`config.mk`:
```
export PLATFORM = sky130hd
export DESIGN_NAME = isa_refresh_seq
export DESIGN_NICKNAME = d
export VERILOG_FILES = /design/src/rtl/isa_rfsh_pkg.sv /design/src/rtl/rfsh_interval_timer.sv /design/src/rtl/rfsh_row_counter.sv /design/src/rtl/rfsh_seq_fsm.sv /design/src/rtl/isa_refresh_seq.sv
export SDC_FILE = /design/constraint.sdc
export NUM_CORES = 1
export LEC_CHECK = 0
export BUFFER_PORTS_ARGS = -buffer_cell sky130_fd_sc_hd__buf_2
export CAP_MARGIN = 20
export CORE_MARGIN = 3
export CORE_UTILIZATION = 55
export CTS_CLUSTER_DIAMETER = 30
export DETAILED_ROUTE_END_ITERATION = 10
export PLACE_DENSITY = 0.8
export REMOVE_ABC_BUFFERS = 1
export SYNTH_ARGS = -nofsm -noshare
export SYNTH_HDL_FRONTEND = slang
export SYNTH_HIERARCHICAL = 1
export SYNTH_SLANG_ARGS = --single-unit
export TNS_END_PERCENT = 10
```
`constraint.sdc`:
```
create_clock -name clk -period 2.05 [get_ports clk]
set_input_delay 0.205 -clock clk [delete_from_list [all_inputs] [get_ports clk]]
set_output_delay 0.205 -clock clk [all_outputs]
set_load 0.02 [all_outputs]
```
`src/rtl/isa_rfsh_pkg.sv`:
```
package isa_rfsh_pkg;
  typedef enum logic [1:0] {
    ST_IDLE = 2'd0,
    ST_HREQ = 2'd1,
    ST_ADDR = 2'd2,
    ST_CMD  = 2'd3
  } rfsh_state_t;
endpackage

```
`src/rtl/rfsh_interval_timer.sv`:
```
module rfsh_interval_timer #(
  parameter int INTERVAL = 1024
) (
  input  logic clk,
  input  logic rst,
  output logic expire
);
  localparam int CNT_W = (INTERVAL > 1) ? $clog2(INTERVAL) : 1;
  localparam logic [CNT_W-1:0] LAST = CNT_W'(INTERVAL - 1);

  logic [CNT_W-1:0] cnt;

  assign expire = (cnt == LAST);

  always_ff @(posedge clk) begin
    if (rst)         cnt <= '0;
    else if (expire) cnt <= '0;
    else             cnt <= cnt + 1'b1;
  end
endmodule

```
`src/rtl/rfsh_row_counter.sv`:
```
module rfsh_row_counter #(
  parameter int ROW_W = 8
) (
  input  logic             clk,
  input  logic             rst,
  input  logic             step,
  output logic [ROW_W-1:0] row
);
  always_ff @(posedge clk) begin
    if (rst)       row <= '0;
    else if (step) row <= row + 1'b1;
  end
endmodule

```
`src/rtl/rfsh_seq_fsm.sv`:
```
module rfsh_seq_fsm
  import isa_rfsh_pkg::*;
#(
  parameter int CMD_TICKS = 4
) (
  input  logic clk,
  input  logic rst,
  input  logic isa_tick,
  input  logic isa_master,
  input  logic hold_gnt,
  input  logic ref_n_in,
  input  logic per_expire,
  output logic hold_req,
  output logic addr_oe,
  output logic addr_latch,
  output logic ref_oe,
  output logic smemr_req,
  output logic done
);
  localparam int TCNT_W = (CMD_TICKS > 1) ? $clog2(CMD_TICKS) : 1;
  localparam logic [TCNT_W-1:0] TLAST = TCNT_W'(CMD_TICKS - 1);

  rfsh_state_t      state, state_n;
  logic             ext_mode, ext_mode_n;
  logic             acnt, acnt_n;
  logic [TCNT_W-1:0] tcnt, tcnt_n;
  logic             pending;
  logic             ref_prev;
  logic             ext_fall;
  logic             start_int;

  assign ext_fall  = isa_master & ref_prev & ~ref_n_in;
  assign start_int = (state == ST_IDLE) & ~ext_fall & pending & ~isa_master;

  always_comb begin
    state_n    = state;
    ext_mode_n = ext_mode;
    acnt_n     = acnt;
    tcnt_n     = tcnt;
    done       = 1'b0;
    unique case (state)
      ST_IDLE: begin
        if (ext_fall) begin
          state_n    = ST_HREQ;
          ext_mode_n = 1'b1;
        end else if (start_int) begin
          state_n    = ST_HREQ;
          ext_mode_n = 1'b0;
        end
      end
      ST_HREQ: begin
        if (hold_gnt) begin
          state_n = ST_ADDR;
          acnt_n  = 1'b0;
        end
      end
      ST_ADDR: begin
        if (acnt) begin
          state_n = ST_CMD;
          tcnt_n  = '0;
        end else begin
          acnt_n = 1'b1;
        end
      end
      ST_CMD: begin
        if (isa_tick) begin
          if (tcnt == TLAST) begin
            state_n = ST_IDLE;
            done    = 1'b1;
          end else begin
            tcnt_n = tcnt + 1'b1;
          end
        end
      end
      default: state_n = ST_IDLE;
    endcase
  end

  always_ff @(posedge clk) begin
    if (rst) begin
      state      <= ST_IDLE;
      ext_mode   <= 1'b0;
      acnt       <= 1'b0;
      tcnt       <= '0;
      pending    <= 1'b0;
      ref_prev   <= 1'b1;
      hold_req   <= 1'b0;
      addr_oe    <= 1'b0;
      addr_latch <= 1'b0;
      ref_oe     <= 1'b0;
      smemr_req  <= 1'b0;
    end else begin
      state      <= state_n;
      ext_mode   <= ext_mode_n;
      acnt       <= acnt_n;
      tcnt       <= tcnt_n;
      ref_prev   <= ref_n_in;
      if (start_int)       pending <= per_expire;
      else if (per_expire) pending <= 1'b1;
      hold_req   <= (state_n == ST_HREQ) || (state_n == ST_ADDR);
      addr_oe    <= (state_n == ST_ADDR);
      addr_latch <= (state_n == ST_ADDR) && acnt_n;
      ref_oe     <= (state_n == ST_CMD) && !ext_mode_n;
      smemr_req  <= (state_n == ST_CMD);
    end
  end
endmodule

```
`src/rtl/isa_refresh_seq.sv`:
```
module isa_refresh_seq #(
  parameter int INTERVAL  = 1024,
  parameter int CMD_TICKS = 4,
  parameter int ROW_W     = 8
) (
  input  logic             clk,
  input  logic             rst,
  input  logic             isa_tick,
  input  logic             isa_master,
  input  logic             hold_gnt,
  input  logic             ref_n_in,
  output logic             hold_req,
  output logic             addr_oe,
  output logic             addr_latch,
  output logic [ROW_W-1:0] row_addr,
  output logic             ref_oe,
  output logic             ref_n_out,
  output logic             smemr_req
);
  logic per_expire;
  logic done;
  logic ref_oe_q;

  rfsh_interval_timer #(.INTERVAL(INTERVAL)) timer_i (
    .clk    (clk),
    .rst    (rst),
    .expire (per_expire)
  );

  rfsh_seq_fsm #(.CMD_TICKS(CMD_TICKS)) fsm_i (
    .clk        (clk),
    .rst        (rst),
    .isa_tick   (isa_tick),
    .isa_master (isa_master),
    .hold_gnt   (hold_gnt),
    .ref_n_in   (ref_n_in),
    .per_expire (per_expire),
    .hold_req   (hold_req),
    .addr_oe    (addr_oe),
    .addr_latch (addr_latch),
    .ref_oe     (ref_oe_q),
    .smemr_req  (smemr_req),
    .done       (done)
  );

  rfsh_row_counter #(.ROW_W(ROW_W)) row_i (
    .clk  (clk),
    .rst  (rst),
    .step (done),
    .row  (row_addr)
  );

  assign ref_oe    = ref_oe_q;
  assign ref_n_out = ~ref_oe_q;
endmodule

```
==> impl_summary.md <==
Global route
After global routing the overflow that remains totals 0. The wire length of the first global-routing pass is 4.86 mm. The number of antenna violations at the first check in global routing is 0. The global routing usage summed across all routing layers is approximately 19%. Entering global routing, the biggest net connects 29 pins. The via count of the first global-routing pass is between 1000 and 1500.

Power and ir drop
For this design the static power due to leakage is roughly 0.69 nW. The design draws roughly 1.3 mW. Of the total power, registers draw ~50%. The clock share of power is around two fifths. The power dissipated by switching net loads is 0.335 mW.

For this design the ratio of total power to cell area is between 700 and 800 mW/mm2. Per report_power, the combinational group accounts for 10.7% of the total. The worst supply voltage drop on vdd is 0.575 mV.

Internal power comes to 0.971 mW. Net switching is 25.7% of the power.

Cells and area
With fillers left out, the area of the finished cells amounts to 0.00167 mm2. The top cell types in the final layout, fill and taps aside, are sky130_fd_sc_hd__dfxtp_1 (30), sky130_fd_sc_hd__buf_2 (19), sky130_fd_sc_hd__nor2_1 (18), sky130_fd_sc_hd__a21oi_1 (10), sky130_fd_sc_hd__ha_1 (8). In the final layout, the share of cells above drive strength 1 is about 23%. The filler cells instantiated in the layout total between 200 and 250. The leading cell type in the layout, fill and taps excluded is sky130_fd_sc_hd__dfxtp_1. The fraction of the core area covered by cells at the end of the flow is 66.7%. The number of diodes is 0. The area added between synthesis and finish is 14.6%. The final-stage net count is 198.

STA
The final worst hold slack is between 70 and 80 ps. The fraction of the cycle the final worst path needs is 95.2%. The number of endpoints with negative hold slack in the final report was 0. The worst pin sits at a relative slew slack of roughly 67%. The maximum operating frequency is 0.513 GHz. The number of max-slew violations in the final report is 0.

The number of failing setup endpoints in the final timing report is 0. The worst setup slack after layout is between 90 and 100 ps. For the pin with the worst max-slew slack, the measured transition is 489 ps. Clock skew on the completed layout was measured at between 10 and 15 ps. Subtracting the final worst setup slack from the clock period gives 1950 ps.

Clocking
The CTS sink count is 31. TritonCTS built the clock tree. The deepest level of the CTS H-tree is 2. The number of setup buffers added after CTS is 0. For this design, the CTS-stage hold fixing added 0 buffers.

Clock-pin slew was measured on the worst setup and hold paths at 110 ps. The cell sitting at the root of the clock tree is a sky130_fd_sc_hd__clkbuf_4. The clock latency on the worst-skew pair is 350 ps. TritonCTS created 5 clock buffers. The clock passes through at most 2 buffers.

Yosys
The top cell type by area accounts for around 43% of the synthesized area. The adder-cell share of the synthesized area is ~8.6%. The XOR/XNOR share of the synthesized area is 4.22%. In this run, synthesis produced a sequential element count of 31. Sorting the synthesized cells by area gives the leading types as sky130_fd_sc_hd__dfxtp_1 (43%), sky130_fd_sc_hd__ha_1 (8.6%), sky130_fd_sc_hd__nor2_1 (4.6%). The fraction of the yosys area taken by sequential cells is 42.7%. The number of unique standard cell types used by synthesis is 45.

The combined area of all synthesized cells is 0.00145 mm2. The number of instances in the synthesized netlist is 160. The largest area contributor in the netlist is sky130_fd_sc_hd__dfxtp_1.

The number of flops mapped to enable cells by yosys is 0. The synthesized area per cell is about 9.1 um2. For this run, asynchronously set or reset flops after synthesis account for 0%.

The mux share of post-synthesis cell area is 2.75%. By area, the combinational part of the netlist is dominated by simple AND/OR/NAND/NOR gates. Among all flip-flop cells after synthesis, the most frequent one is sky130_fd_sc_hd__dfxtp_1. For this run, the number of Yosys warnings is 6. The share of the synthesized area in compound gates (AO/OA/AOI/OAI) is 15.1%. Summing the areas of all and, or, nand and nor instances in the mapped netlist gives 23.1% of the synthesized area.

Floorplanning
For this configuration, the core starts out at a cell density of 58.2%. The floorplan step defined a core boundary enclosing 0.00250 mm2. The number of primary I/O pins is 20.

The area of the die is around 0.0033 mm2. The die is 57.4 um wide. In this run the vertical extent of the chip is 57.4 um. The number of rows in the core area is 18.

Worst hold path
The worst hold path belongs to the class input pin to flop.

Placed design
The placement-stage cell area is 0.00157 mm2. Input and output buffers added on the ports amount to 19. Routability-driven placement finished with a final weighted congestion of 0.870. OpenSTA, run right after detailed placement, puts the worst setup slack at 133 ps. The half-perimeter wire length of the detailed placement result is 1.98 mm.

Worst setup path
The master of the slowest instance on the critical path is sky130_fd_sc_hd__dfxtp_1. In this design, the largest share of critical-path delay is due to compound AO/OA/AOI/OAI gates. The classification of the worst setup path is flop to flop. The critical path goes through inv_2 -> ha_2 -> nand2_1 -> o211ai_1 -> a21oi_2 -> or2_1 -> ha_1 -> nor2b_1 -> o21a_1. The largest stage delay on the critical path is 350 ps. The critical path data arrival time is 2200 ps. The critical path buffer and inverter count is 1.

STA classifies the critical path endpoint as a flop. STA classifies the critical path startpoint as a flop. Along the worst path, the maximum fanout reaches 4. The required time at the endpoint of the critical path is 2300 ps.

Drt
The total via count after detailed routing is 1198. The detailed router finished its first iteration with 34 violations. The total iterations of the first detailed-routing run is 4. The detail-routed via count per cell is 5.62. The antenna violation net count after detailed routing is 0. The wire length per cell after detailed routing is about 14 um. In the routed design, unresolved DRC markers number 0.

After detailed routing, the total wire length is 2.92 mm.

Job
The number of max-cap violations is 0.

Run status
The flow ran to the end, and the final reports show no timing, DRC or antenna violations.
final timing paths:
kind         depth (start not counted)  slack (ps)                       from                         to
max                                  9         100  fsm_i/state[1]$_SDFF_PP0_    fsm_i/ref_oe$_SDFF_PP0_
min                                  2          80                   ref_n_in  fsm_i/ref_prev$_SDFF_PP1_
max reg2reg                          9         100  fsm_i/state[1]$_SDFF_PP0_    fsm_i/ref_oe$_SDFF_PP0_
min reg2reg                          2         490  row_i/row[7]$_SDFFE_PP0P_  row_i/row[7]$_SDFFE_PP0P_
per-layer routing:
layer / routed length [um] / part of all wire [%] / track usage, %
met5: 0 / 0 / 0
met3: 143 / 4.9 / 7.01
met1: 1270 / 43 / 21.5
met2: 1450 / 50 / 32.1
met4: 62 / 2.1 / 10.3
power groups by stage:
stage / Clock [mW] / Sequential (mW) / Combinational, mW
finish: 0.517 / 0.649 / 0.139
floorplan: 0 / 0.663 / 0.0835
global placement: 0 / 0.658 / 0.125
detailed placement: 0 / 0.660 / 0.129
global route: 0.556 / 0.653 / 0.156
CTS: 0.523 / 0.646 / 0.130
cell type report:
cell class	count	area [um2]	area share (%)
Multi-Input combinational cell	116	792	47.5
Sequential cell	31	622	37.3
Timing Repair Buffer	19	95.1	5.71
Clock buffer	6	51.3	3.08
Tap cell	30	37.5	2.25
Clock inverter	2	35.0	2.10
Inverter	9	33.8	2.03
state kept, by name (all words and copies together) (netlist names), 2 cells and up:
name         count
fsm_i/tcnt       2
timer_i/cnt     10
fsm_i/state      2
row_i/row        8
cells in the mapped netlist, drive strengths merged (4+ instances only):
library cell / count
dfxtp: 31
xor2: 4
a31oi: 4
nand4: 4
a21oi: 12
nor2: 18
nand3: 7
ha: 10
o21ai: 4
or3: 5
mux2i: 4
inv: 9
nand2: 8
worst reg2reg max path: stages, from the launching register on:
cell and delay, ps:
sky130_fd_sc_hd__dfxtp_1 350, sky130_fd_sc_hd__inv_2 100, sky130_fd_sc_hd__ha_2 200, sky130_fd_sc_hd__nand2_1 80, sky130_fd_sc_hd__o211ai_1 290, sky130_fd_sc_hd__a21oi_2 110
sky130_fd_sc_hd__or2_1 260, sky130_fd_sc_hd__ha_1 190, sky130_fd_sc_hd__nor2b_1 140, sky130_fd_sc_hd__o21a_1 130
metrics by stage:
stage,std cells,setup TNS [ps]
floorplan,156,0
global placement,205,0
detailed placement,205,0
CTS,213,0
global route,213,-18.3
finish,213,0
what timing repair did:
| item | 4_1_cts | 5_1_grt |
|---|---|---|
| endpoints found under the setup margin | 0 | 1 |
| gates resized for setup | 0 | 6 |
| hold endpoints to repair | 0 | 0 |
kinds of logic (layout without fill, tap and decap cells):
group           count (synthesis)  count (layout)
simple gates                   62              62
xor+xnor                        7               7
mux                             4               4
buf+inv                        13              36
flops                          31              31
fa+ha+maj                      10              10
compound gates                 33              33
Power figures use the tool's default switching activity.
